==> config.mk <==
export PLATFORM = sky130hd
export DESIGN_NAME = da_filter
export DESIGN_NICKNAME = d
export VERILOG_FILES = /design/src/rtl/daf_pkg.sv /design/src/rtl/daf_crc_serial.sv /design/src/rtl/daf_hash_table.sv /design/src/rtl/daf_decide.sv /design/src/rtl/da_filter.sv
export SDC_FILE = /design/constraint.sdc
export NUM_CORES = 1
export LEC_CHECK = 0
export BUFFER_PORTS_ARGS = -buffer_cell sky130_fd_sc_hd__buf_4
export CORE_UTILIZATION = 51
export DETAILED_ROUTE_END_ITERATION = 7
export PLACE_DENSITY = 0.76
export SLEW_MARGIN = 10
export SYNTH_ARGS = -nofsm -noshare
export SYNTH_HDL_FRONTEND = slang
export SYNTH_SLANG_ARGS = --single-unit
==> constraint.sdc <==
create_clock -name clk -period 4.1 [get_ports clk]
set_input_delay 0.82 -clock clk [delete_from_list [all_inputs] [get_ports clk]]
set_output_delay 0.82 -clock clk [all_outputs]
set_load 0.005 [all_outputs]
==> src/rtl/daf_pkg.sv <==
package daf_pkg;

  localparam logic [31:0] CRC_POLY      = 32'hEDB88320;
  localparam int          MIN_LEN_FLOOR = 5;

  typedef enum logic [1:0] {
    OP_NONE  = 2'd0,
    OP_CHECK = 2'd1,
    OP_LOAD  = 2'd2
  } op_e;

  // One byte of reflected CRC-32, LSB of the byte first.
  function automatic logic [31:0] crc_byte(input logic [31:0] c, input logic [7:0] b);
    logic [31:0] r;
    r = c ^ {24'd0, b};
    for (int i = 0; i < 8; i++) begin
      r = r[0] ? ((r >> 1) ^ CRC_POLY) : (r >> 1);
    end
    return r;
  endfunction

endpackage

==> src/rtl/daf_crc_serial.sv <==
module daf_crc_serial #(
  parameter int NBYTES = 6,
  parameter int HASH_W = 6
) (
  input  logic                  clk,
  input  logic                  rst,
  input  logic                  start,
  input  logic [8*NBYTES-1:0]   din,
  output logic                  busy,
  output logic                  done,
  output logic [HASH_W-1:0]     hash_idx
);
  import daf_pkg::*;

  localparam int DW = 8 * NBYTES;
  localparam int CW = $clog2(NBYTES + 1);

  logic [DW-1:0] sh_q;
  logic [CW-1:0] cnt_q;
  logic          run_q;
  logic          done_q;
  logic [31:0]   crc_q;

  always_ff @(posedge clk) begin
    if (rst) begin
      sh_q   <= '0;
      cnt_q  <= '0;
      run_q  <= 1'b0;
      done_q <= 1'b0;
      crc_q  <= '1;
    end else begin
      done_q <= 1'b0;
      if (start && !run_q && !done_q) begin
        sh_q  <= din;
        crc_q <= '1;
        cnt_q <= '0;
        run_q <= 1'b1;
      end else if (run_q) begin
        crc_q <= crc_byte(crc_q, sh_q[DW-1 -: 8]);
        sh_q  <= sh_q << 8;
        cnt_q <= cnt_q + CW'(1);
        if (cnt_q == CW'(NBYTES - 1)) begin
          run_q  <= 1'b0;
          done_q <= 1'b1;
        end
      end
    end
  end

  assign busy     = run_q | done_q;
  assign done     = done_q;
  assign hash_idx = crc_q[HASH_W+1:2];

  // completion is a single-cycle event that follows a run
  a_r1_done_single: assert property (@(posedge clk) disable iff (rst)
    done_q |=> !done_q);
  a_r1_done_after_run: assert property (@(posedge clk) disable iff (rst)
    $rose(done_q) |-> $past(run_q));
  // a run cannot be restarted, it only ends in completion
  a_r9_run_hold: assert property (@(posedge clk) disable iff (rst)
    run_q |=> (run_q ^ done_q));

endmodule

==> src/rtl/daf_hash_table.sv <==
module daf_hash_table #(
  parameter int IDX_W = 6
) (
  input  logic             clk,
  input  logic             rst,
  input  logic             clr,
  input  logic             set_en,
  input  logic [IDX_W-1:0] set_idx,
  input  logic [IDX_W-1:0] rd_idx,
  output logic             rd_bit
);
  localparam int NBITS = 1 << IDX_W;

  logic [NBITS-1:0] bits_q;

  always_ff @(posedge clk) begin
    if (rst || clr) begin
      bits_q <= '0;
    end else if (set_en) begin
      bits_q[set_idx] <= 1'b1;
    end
  end

  assign rd_bit = bits_q[rd_idx];

  // a clear empties the table even when a set arrives alongside it
  a_r8_clear_wins: assert property (@(posedge clk) disable iff (rst)
    clr |=> (bits_q == '0));
  a_r8_set_sticks: assert property (@(posedge clk) disable iff (rst)
    (set_en && !clr) |=> bits_q[$past(set_idx)]);

endmodule

==> src/rtl/daf_decide.sv <==
module daf_decide #(
  parameter int MAC_W = 48,
  parameter int LEN_W = 14
) (
  input  logic [MAC_W-1:0] dest,
  input  logic [LEN_W-1:0] len,
  input  logic [7:0]       min_len,
  input  logic             promisc,
  input  logic             bcast_off,
  input  logic             mcast_en,
  input  logic [MAC_W-1:0] station,
  input  logic             hash_hit,
  output logic             accept,
  output logic             group
);
  import daf_pkg::*;

  logic [7:0]       min_eff;
  logic [LEN_W-1:0] min_ext;
  logic             is_bc;
  logic             is_mc;

  always_comb begin
    min_eff = (min_len < 8'(MIN_LEN_FLOOR)) ? 8'(MIN_LEN_FLOOR) : min_len;
    min_ext = {{(LEN_W-8){1'b0}}, min_eff};
    is_bc   = &dest;
    is_mc   = dest[MAC_W-8];
    accept  = 1'b0;
    group   = 1'b0;
    if (len < min_ext) begin
      accept = 1'b0;
    end else if (promisc) begin
      accept = 1'b1;
    end else if (is_bc) begin
      accept = !bcast_off;
      group  = !bcast_off;
    end else if (is_mc) begin
      accept = mcast_en && hash_hit;
      group  = mcast_en && hash_hit;
    end else begin
      accept = (dest == station);
    end
  end

endmodule

==> src/rtl/da_filter.sv <==
module da_filter #(
  parameter int LEN_W  = 14,
  parameter int HASH_W = 6,
  parameter int CNT_W  = 16
) (
  input  logic             clk,
  input  logic             rst,
  input  logic             cfg_promisc,
  input  logic             cfg_bcast_off,
  input  logic             cfg_mcast_en,
  input  logic [7:0]       cfg_min_len,
  input  logic [47:0]      station_addr,
  input  logic             chk_valid,
  input  logic [47:0]      chk_dest,
  input  logic [LEN_W-1:0] chk_len,
  input  logic             ml_start,
  input  logic [CNT_W-1:0] ml_bytes,
  input  logic             ml_valid,
  input  logic [47:0]      ml_addr,
  output logic             res_valid,
  output logic             res_accept,
  output logic             res_reject,
  output logic             res_group
);
  import daf_pkg::*;

  localparam int NBYTES = 6;
  localparam int MAC_W  = 8 * NBYTES;
  localparam int TBL    = 1 << HASH_W;
  localparam int QW     = $clog2(TBL + 1);

  logic              busy, done;
  logic [HASH_W-1:0] idx;
  logic              hit;
  logic              take_chk, take_ml;
  op_e               op_q;
  logic [MAC_W-1:0]  dest_q;
  logic [LEN_W-1:0]  len_q;
  logic [QW-1:0]     quota_q, quota_cap;
  logic [CNT_W-1:0]  entries;
  logic              dec_acc, dec_grp;

  assign take_chk = chk_valid && !busy;
  assign take_ml  = ml_valid && !chk_valid && !busy && !ml_start && (quota_q != '0);

  always_comb begin
    entries   = ml_bytes / CNT_W'(NBYTES);
    quota_cap = (entries > CNT_W'(TBL)) ? QW'(TBL) : QW'(entries);
  end

  always_ff @(posedge clk) begin
    if (rst) begin
      op_q    <= OP_NONE;
      dest_q  <= '0;
      len_q   <= '0;
      quota_q <= '0;
    end else begin
      if (take_chk) begin
        op_q   <= OP_CHECK;
        dest_q <= chk_dest;
        len_q  <= chk_len;
      end else if (take_ml) begin
        op_q   <= OP_LOAD;
        dest_q <= ml_addr;
      end
      if (ml_start) begin
        quota_q <= quota_cap;
      end else if (take_ml) begin
        quota_q <= quota_q - QW'(1);
      end
    end
  end

  daf_crc_serial #(.NBYTES(NBYTES), .HASH_W(HASH_W)) u_crc (
    .clk      (clk),
    .rst      (rst),
    .start    (take_chk | take_ml),
    .din      (take_chk ? chk_dest : ml_addr),
    .busy     (busy),
    .done     (done),
    .hash_idx (idx)
  );

  daf_hash_table #(.IDX_W(HASH_W)) u_tbl (
    .clk     (clk),
    .rst     (rst),
    .clr     (ml_start),
    .set_en  (done && (op_q == OP_LOAD)),
    .set_idx (idx),
    .rd_idx  (idx),
    .rd_bit  (hit)
  );

  daf_decide #(.MAC_W(MAC_W), .LEN_W(LEN_W)) u_dec (
    .dest      (dest_q),
    .len       (len_q),
    .min_len   (cfg_min_len),
    .promisc   (cfg_promisc),
    .bcast_off (cfg_bcast_off),
    .mcast_en  (cfg_mcast_en),
    .station   (station_addr),
    .hash_hit  (hit),
    .accept    (dec_acc),
    .group     (dec_grp)
  );

  always_ff @(posedge clk) begin
    if (rst) begin
      res_valid  <= 1'b0;
      res_accept <= 1'b0;
      res_reject <= 1'b0;
      res_group  <= 1'b0;
    end else if (done && (op_q == OP_CHECK)) begin
      res_valid  <= 1'b1;
      res_accept <= dec_acc;
      res_reject <= !dec_acc;
      res_group  <= dec_acc && dec_grp;
    end else begin
      res_valid  <= 1'b0;
      res_accept <= 1'b0;
      res_reject <= 1'b0;
      res_group  <= 1'b0;
    end
  end

  // result shape
  a_r1_one_of_two: assert property (@(posedge clk) disable iff (rst)
    res_valid |-> (res_accept ^ res_reject));
  a_r1_quiet_idle: assert property (@(posedge clk) disable iff (rst)
    !res_valid |-> !(res_accept || res_reject || res_group));
  a_r1_pulse: assert property (@(posedge clk) disable iff (rst)
    res_valid |=> !res_valid);
  // a frame under the floor never passes
  a_r2_floor: assert property (@(posedge clk) disable iff (rst)
    (res_valid && ($past(len_q) < LEN_W'(MIN_LEN_FLOOR))) |-> res_reject);
  // promiscuous acceptance carries no group flag
  a_r3_promisc_flag: assert property (@(posedge clk) disable iff (rst)
    (res_valid && $past(cfg_promisc)) |-> !res_group);
  // quota never exceeds the table size
  a_r8_quota_cap: assert property (@(posedge clk) disable iff (rst)
    quota_q <= QW'(TBL));

endmodule

Yosys cells after proc, flatten, opt, wreduce, memory -nomap -nowiden
Cells that the tools add are included.
Operators by class
  add/sub/neg operators: 2
  divide/modulo/power cells: 1
  magnitude comparators: 5
  eq/ne operators: 4
  multiplexer cells: 36
  bitwise operators: 14
  reductions and logical operators: 29
Operators by type and width (number)
  2-to-1 mux 32 bit: 8
  2-to-1 mux 48 bit: 5
  inverter 13 -> 14 bit: 8
  OR 64 bit: 1
  equality test 48 bit: 1
  AND reduction 48 bit: 1
  XOR 32 x 8 -> 32 bit: 1
  2-to-1 mux 7 bit: 3
  2-to-1 mux 1 bit: 17
  divider 16 x 3 -> 16 bit, second input constant: 1
  > comparator 16 x 7 -> 1 bit, second input constant: 1
  less-than comparator 14 x 8 -> 1 bit: 1
  logical AND 1 bit: 12
  less-than comparator 8 x 3 -> 1 bit, second input constant: 1
  2-to-1 mux 8 bit: 1
  logical NOT 1 bit: 7
  less-than comparator 6 x 7 -> 1 bit, second input constant: 1
  nonzero test 7 bit: 1
  subtractor 7 x 1 -> 7 bit, second input constant: 1
  binary-select mux 1 bit (select 6 bit): 1
  demux 1 bit (select 6 bit): 1
  >= comparator 6 x 1 -> 1 bit, second input constant: 1
  nonzero test 2 bit: 3
  OR reduction 2 bit: 3
  other kinds (8): 10
Storage, ports and cells
  bits in registers: 224
  input bits: 190
  output and inout port bits: 4

Logic depth before layout (Yosys ltp)
Gate-level depths: netlist of run 1.
  depth in word-level cells: 17
  mapped depth: 16
  depth with buffers taken out: 12

Hierarchy
From an unflattened synthesis of run 1, not the netlist that was laid out.
Second synthesis, totals
  cell total of the unflattened synthesis: 1479
  area total of the unflattened synthesis: 12106.6 um^2
Modules (own cells, without submodules)
  da_filter: instances 1, cells an instance 644, area an instance 4645.7 um^2
  daf_crc_serial: instances 1, cells an instance 438, area an instance 3941.3 um^2
  daf_hash_table: instances 1, cells an instance 277, area an instance 2616.3 um^2
  daf_decide: instances 1, cells an instance 120, area an instance 903.4 um^2

Worst setup path before layout of run 1
No wires, ideal clock.
  path type: input to register
  from: input ml_bytes[12]
  to: register quota_q[5]
  data arrival time: 3778 ps
  required time: 4012 ps
  setup slack: 234 ps
  stages: 15
  buffers on the path: 3
  path through: buf_4 -> xnor2_1 -> a211oi_2 -> o32ai_2 -> or2_1 -> buf_2 -> o311ai_2 -> o41ai_4 -> or2_1 -> buf_6 -> mux2i_1 -> o41a_1 -> nor4_4 -> a211oi_1 -> nor4_2
On the way
  longest elaborated chain between the ends: 4
Ends and longest elaborated chain
  start, declared: line da_filter.sv:17  | input logic [CNT_W-1:0] ml_bytes,
  divider 16 x 3 -> 16 bit *: line da_filter.sv:47  | entries = ml_bytes / CNT_W'(NBYTES);
  > comparator 16 x 7 -> 1 bit: line da_filter.sv:48  | quota_cap = (entries > CNT_W'(TBL)) ? QW'(TBL) : QW'(entries);
  2-to-1 mux 7 bit *: line da_filter.sv:48
  2-to-1 mux 7 bit *: line da_filter.sv:66  | if (ml_start) begin
  end signal, assigned: line da_filter.sv:67  | quota_q <= quota_cap;
  end signal, assigned: line da_filter.sv:69  | quota_q <= quota_q - QW'(1);
  end, declared: line da_filter.sv:39  | logic [QW-1:0] quota_q, quota_cap;
Every way passes the cells marked *; elsewhere a longest branch is shown, timed or not.
A chain may end at the register's enable or synchronous reset.

Final worst setup path of run 1
  from: input ml_bytes[13]
  to: register quota_q[5]
Same word-level chain as after synthesis.

==> results summary, run 1 <==
The run finished with clean final reports. In this run the vertical extent of the chip is approximately 150 um. The top-area cell type share of the netlist area came out at 0.387. The mapped cell area is around 12000 um^2. The initial antenna violation count came to 0. After synthesis, the mean cell area works out to 7.98 um^2. The flip-flop and latch count after synthesis came out at 224. The number of antenna diodes in the final layout is 0. The power per cell area came out at between 400 and 500 nW/um^2. Derived from the worst setup path, the maximum achievable clock frequency is ~270 MHz. The first global-routing pass estimated 55.3 mm of wire. Along the worst path, the maximum fanout reaches 13. The setup skew after layout is about 0.0065 ns. The via count of the first global-routing pass came out at about 11000. The count of nets after finishing came out at 1808. Setup repair after global routing left no endpoint under its margin. The aggregate global routing overflow is 0. The post-route standard cell area excluding fillers came out at 14100 um^2.

The min-delay analysis places its worst path in the category flop to flop. The utilization after layout is 0.642. The proportion of register bits with asynchronous set or reset after synthesis came out at 0. The max-cap violation count came out at 0. The number of gates given a new drive strength after cts came out at 0. For this run, the leading register cell type out of synthesis is dfxtp_1. The overall die area came out at between 20000 and 25000 um^2. The instance area after placement came out at approximately 13000 um^2. The maximum ir drop on the vdd rail came out at 0.306 mV. The synthesized design contains 0 enable-type register cells. The biggest area contributor in the post-synthesis netlist is dfxtp_1.

Sorting the synthesized cells by area gives the leading types as dfxtp_1 39%, nand2_1 7.8%, nor2_1 6.0%. Counting the buffers created by CTS gives 24. The clock period could shrink to around 3.7 ns.

The total wire length after detailed routing came out at roughly 35 mm. The actual slew at the worst max-slew pin is between 1 and 1.5 ns. The wire length per cell after detailed routing is approximately 18 um. The leakage dissipation is between 5 and 6 nW.

around 190 I/O pins were placed. Clock tree synthesis found a total of ~220 sinks. Of the total power, combinational logic draws 0.238. Summed over all nets, the switching power comes to around 1.8 mW. In this run the clock root is driven by a clkbuf_16.

The signal on the critical path passes through buf_4 > or4b_4 > mux2i_4 > a2bb2oi_2 > o21a_2 > nor3_1 > o41ai_4 > or2_1 > mux2i_1 > o41a_1 > nor4_4 > a211oi_1 > nor4_2. The later pin in the worst-skew pair is clocked with a latency of roughly 0.51 ns. For this design, the slowest cell found on the critical path is or4b_4. The floorplan step set the die width to 153 um.

The maximum cell stage delay along the critical path came out at around 0.56 ns. The switching power as a share of total power is 0.294. The sort of element at the end of the critical path is a flop.

The hold buffer count at cts came out at 0. When the netlist entered floorplanning its net count stood at between 1500 and 2000. TritonCTS built the clock tree. The number of failing setup endpoints in the final timing report came out at 0. The arrival time reported for the critical path endpoint is 4.10 ns. The number of synthesis warnings came out at 0. The number of setup buffers added after CTS is 0. At the end of routability-driven placement, the weighted congestion stood at roughly 0.93. The H-tree depth is 1. The layout overhead on the synthesized area is 22.1%. The total count of max-transition violations in the final report came out at 0. The overall via count from detail_route came out at approximately 11000. The maximum number of buffers from clock root to sink came out at 3. The number of optimization iterations in the first detailed-route pass is 6.

The overall global routing resource usage came out at 0.294. Entering global routing, the biggest net connects just under 70 pins. The average via count per standard cell came out at a little under 6.

In this run the standard cell core region covers around 22000 um^2. In this run the remaining antenna-violating nets after routing total 0. The kind of critical path is primary input to flop. The post-synthesis instance total is about 1500. The wire-length estimate of the detail-placed layout is approximately 25 mm.

The total negative slack for setup checks came out at 0 ns. The initial standard-cell utilization of the core is 0.526. In the final layout, the share of cells above drive strength 1 is 0.189. In this run the tool buffered the top-level ports with around 190 buffer cells.

The clock-pin slew on the worst setup and hold paths came out at approximately 0.060 ns. The sequential element share of the synthesized area came out at 0.387. The share of total power dissipated in the clock network is 0.365.

The data required time at the worst endpoint is 4.53 ns. The number of placement rows came out at between 50 and 60. The internal cell power came out at 4.42 mW.

The first routing iteration left a little over 1000 violations. The number of distinct library cells after synthesis is between 80 and 90. The relative slew slack came out at 0.276. STA classifies the critical path startpoint as a primary input. The final-report hold violation count came out at 0. Of the available clock period, the critical path in the final layout requires 0.893. The part of the total power dissipated in sequential elements came out at 0.397. For this run, design rule violations remaining after detail routing come to 0. The total power came out at roughly 6.3 mW.
## synthesized netlist by cell type, types with 7 or more instances
cell type  number
o21bai_1        9
o21a_1          7
nand4_1        19
o21ai_0        53
nand2b_1        7
a31oi_1        38
inv_1          22
o22ai_1         8
xnor2_1        70
nor3_1         22
o211ai_1        7
nor3b_1         9
nand3_1        12
dfxtp_1       224
a311oi_1       36
nor4_1         13
xor2_1         53
nor2_1        186
nand2_1       242
mux2i_1        15
a21oi_1       137
buf_1          11
a22oi_1        35
ha_1           11
clkbuf_1       80
## final cells by class
type | count | area (um^2)
clock buffer | 38 | 734
clock inverter | 5 | 103
fill | 1856 | 7890
inverter | 23 | 86.3
multi-input combinational | 1104 | 6640
sequential | 224 | 4490
tap | 280 | 350
timing repair buffer | 230 | 1740
## worst paths after layout
path | start | end | slack [ns] | cells past startpoint
worst max-delay path | ml_bytes[13] | quota_q[5] | 0.44 | 13
worst min-delay path | len_q[9] | len_q[9] | 0.46 | 2
worst max register to register | u_crc.crc_q[3] | res_reject | 0.81 | 11
worst min register to register | len_q[9] | len_q[9] | 0.46 | 2
## registers in the layout, indices dropped and copies added, names as in the netlist, 2 cells and up
name / cells
dest_q: 48
len_q: 14
op_q: 2
quota_q: 7
u_crc.cnt_q: 3
u_crc.crc_q: 32
u_crc.sh_q: 48
u_tbl.bits_q: 64
## power by group through the flow
stage,combinational [mW],clock [mW],sequential (mW)
after floorplan,1.09,0,2.45
after global placement,1.45,0,2.53
after detailed placement,1.47,0,2.53
after CTS,1.49,2.30,2.48
after global routing,1.65,2.40,2.50
final,1.49,2.29,2.49
## routing by layer
layer / vias up / share of wire / GRT usage
li1: 5442 / - / -
met1: 5264 / 0.42 / 0.388
met2: 546 / 0.46 / 0.476
met3: 91 / 0.079 / 0.0404
met4: 0 / 0.040 / 0.137
met5: - / 0 / 0
## kinds of logic after synthesis
| family | Yosys count | synth area share |
|---|---|---|
| muxes | 28 | 0.0324 |
| AOI/OAI and AO/OA | 393 | 0.224 |
| and+or+nand+nor | 549 | 0.209 |
| DFF | 224 | 0.387 |
| adders and majority gates | 11 | 0.0119 |
| xor gates and xnor gates | 123 | 0.0930 |
| buffers and inverters | 124 | 0.0425 |
## layout by cell type, fill, tap and decap left out, types with 15 or more instances in the layout
cell type,Yosys,final
a21oi_1,137,137
a22oi_1,35,35
a311oi_1,36,36
a31oi_1,38,37
buf_4,3,229
clkbuf_16,0,25
dfxtp_1,224,223
inv_1,22,22
mux2i_1,15,15
nand2_1,242,241
nand4_1,19,19
nor2_1,186,185
nor3_1,22,21
o21ai_0,53,53
xnor2_1,70,70
xor2_1,53,53
## critical path, delay by kind of cell
family / cells / cell delay [ns]
compound gates: 5 / 1.43
simple gates: 5 / 1.40
mux: 2 / 0.29
buf+inv: 1 / 0.15
## metrics by stage
stage,worst slack (ns),hold WS (ns),cells
after floorplan,0.234,0.429,1452
after global placement,0.00164,0.443,1861
after detailed placement,-0.0745,0.448,1861
after CTS,0.453,0.456,1904
after global routing,0.220,0.483,1904
final,0.437,0.455,1904
Note: power is estimated with default switching activity, not from simulation.
==> run 2: changes to the inputs <==
Settings changed: CTS_BUF_LIST from default to sky130_fd_sc_hd__clkbuf_16, RECOVER_POWER from default to 25.
==> results summary, run 2 (synthesized netlist as in run 1, its figures left out) <==
The actual slew at the worst max-slew pin is 2.68 ns (+1.61 ns). The critical path goes through clkbuf_1 > or2_2 > buf_2 > nor2_1. The number of placed I/O pins was 194 (unchanged). The chip height is 153 um (unchanged). The final reports fail on max-capacitance violations, max-slew violations. The max-cap violation count came out at 1 (+1). The power per cell area is 436 nW/um^2 (-1.5%). The slowest stage of the critical path is the clkbuf_1 cell. The count of inserted antenna diode cells came to 0 (unchanged). The average via count per standard cell came out at 5.98 (+0.41%).

The maximum cell stage delay along the critical path came out at 1.86 ns (+1.30 ns). The TritonCTS buffer count was 24 (unchanged). The aggregate global routing overflow came to 0 (unchanged). The count of nets after finishing was 1808 (unchanged). The number of flip-flops in the largest register was 64 (unchanged). STA classifies the critical path endpoint as a flop. The clock net sink count is 224 (unchanged). The overall via count from detail_route came out at 11400 (+0.41%). The library cells used most frequently in the layout, excluding fill and tap cells, are 241 x nand2_1, 223 x dfxtp_1, 223 x buf_4, 185 x nor2_1, 137 x a21oi_1. The top cell family by delay on the critical path is buffers and inverters. The total power is 6.13 mW (-2.1%). The clock latency reported for the late side of the worst-skew pair is 0.51 ns (about the same). The detailed placement HPWL came out at 24.8 mm (unchanged). The largest fanout on the critical path is 64 (+51). Leaving out fill and tap cells, the most frequent cell in the layout is nand2_1. The core region area is 22000 um^2 (unchanged).

The fmax is 269 MHz (-1.5%). The total count of max-transition violations in the final report is 55 (+55). The overall die area is 23300 um^2 (unchanged). The final-report hold violation count came out at 0 (unchanged).

The maximum number of pins on one net before global-route repair is 69 (unchanged). The maximum number of buffers from clock root to sink is 3 (unchanged). The worst setup path is of the primary input to flop kind.

The post-placement setup slack came out at -0.0745 ns (unchanged). The number of inserted filler cells in the final layout is 1878 (+1.2%). The proportion of layout cells with a drive suffix above 1 is 0.182 (-0.00677). Ranked by flip-flop count, first place goes to u_tbl.bits_q. The final estimated routing congestion in global placement came to 0.930 (unchanged).

The flow ran to the end, but the final reports show violations. The data required time at the worst endpoint came out at 4.44 ns (-0.09 ns). The total negative slack for setup checks came out at 0 ns (unchanged). Setup repair after global routing left no endpoint under its margin. The initial standard-cell utilization of the core came out at 0.526 (unchanged). Clock tree synthesis selected as its root buffer the cell clkbuf_16. The utilization after layout is 0.638 (-0.00369). The area taken by flip-flops and latches is 4490 um^2 (unchanged).

The worst setup path is launched from a primary input. The post-CTS setup repair buffer count came out at 0 (unchanged). The clock-pin slew on the worst setup and hold paths came out at 0.06 ns (about the same). The most critical setup path has its startpoint at rst. The relative slew slack came out at -0.788 (-1.06). The post-detailed-route DRC marker count is 0 (unchanged). The initial antenna violation count came out at 0 (unchanged). The startpoint identified for the worst hold timing path is len_q[9]. The number of routed nets with antenna violations is 0 (unchanged).

The number of optimization iterations in the first detailed-route pass is 5 (-1). The H-tree depth is 1 (unchanged). The path class of the tightest hold or removal check is flop to flop.

The instance area after placement came to 13300 um^2 (unchanged). The count of buffer and inverter cells on the critical path is 2 (+1). The overall global routing resource usage is 0.295 (+0.000738). The CTS tree is done.

The time the final worst path needs with I/O delays and setup is 3.72 ns (+0.0551 ns). The worst-case setup margin in the final layout is 0.382 ns (-0.0551 ns). The setup skew after layout is 0.00954 ns (+0.00299 ns). The number of placement rows is 54 (unchanged). The number of failing setup endpoints in the final timing report came out at 0 (unchanged).

The horizontal die dimension came out at 153 um (unchanged). The hold buffer count at cts came out at 0 (unchanged). The area of combinational cells with multiple inputs is 6640 um^2 (unchanged). The total wire length after detailed routing came to 34.9 mm (about the same).

The number of gates given a new drive strength after cts is 0 (unchanged). The arrival time reported for the critical path endpoint was 4.06 ns (-0.04 ns). The largest registers in the layout are u_tbl.bits_q x64, dest_q x48, u_crc.sh_q x48.

The maximum ir drop on the vdd rail is 0.305 mV (-0.29%). The global-route wire length before repair came out at 55.4 mm (+0.22%). The number of violations reported at the end of detailed-routing iteration 0 is 1187 (+16%). The wire length per cell after detailed routing came out at 18.3 um (about the same). The layout overhead on the synthesized area is 21.4%. The post-route standard cell area excluding fillers is 14100 um^2 (-0.58%).

In this run the critical register-to-register path is launched from u_crc.crc_q[3]. The leakage dissipation came to 5.48 nW (-0.49%). The share of the clock period used by the worst path came out at 0.907 (+0.0134). The number of port buffers came out at 192 (unchanged).

The via count of the first global-routing pass is 10700 (-0.10%).
run 2: final cells by class:
| cell class | instances | area share |
|---|---|---|
| Clock inverter | 18 | 0.0108 |
| Inverter | 23 | 0.00614 |
| Clock buffer | 25 | 0.0445 |
| Multi-Input combinational cell | 1104 | 0.472 |
| Sequential cell | 224 | 0.319 |
| Timing Repair Buffer | 230 | 0.122 |
| Tap cell | 280 | 0.0249 |
run 2: final timing paths:
kind | to | slack (ns) | cells past startpoint
setup / recovery | u_tbl.bits_q[3] | 0.38 | 4
hold / removal | len_q[9] | 0.45 | 2
setup reg to reg | res_reject | 0.82 | 11
hold reg to reg | len_q[9] | 0.45 | 2
run 2: routing by layer:
layer / vias to the layer above / global-route usage / part of all wire
met5: - / 0 / 0
met4: 0 / 0.135 / 0.044
met3: 100 / 0.0407 / 0.079
met2: 556 / 0.474 / 0.46
met1: 5291 / 0.391 / 0.42
li1: 5442 / - / -
run 2: metrics by stage:
step	hold WS, ns	instances
3_3_place_gp	0.443	1861
3_5_place_dp	0.448	1861
5_1_grt	0.483	1904
6_report	0.455	1904
4_1_cts	0.455	1904
2_1_floorplan	0.429	1452
run 2: worst min-delay path, cell delays in order, from the launching register on:
cell	delay, ns
dfxtp_1	0.31
nand2_1	0.05
a21oi_1	0.05
run 2: power breakdown:
group / leakage, nW / internal [mW] / switching, mW
Clock: 0.401 / 1.28 / 0.871
Sequential: 1.83 / 2.32 / 0.166
Combinational: 3.25 / 0.689 / 0.805
Total: 5.48 / 4.29 / 1.84
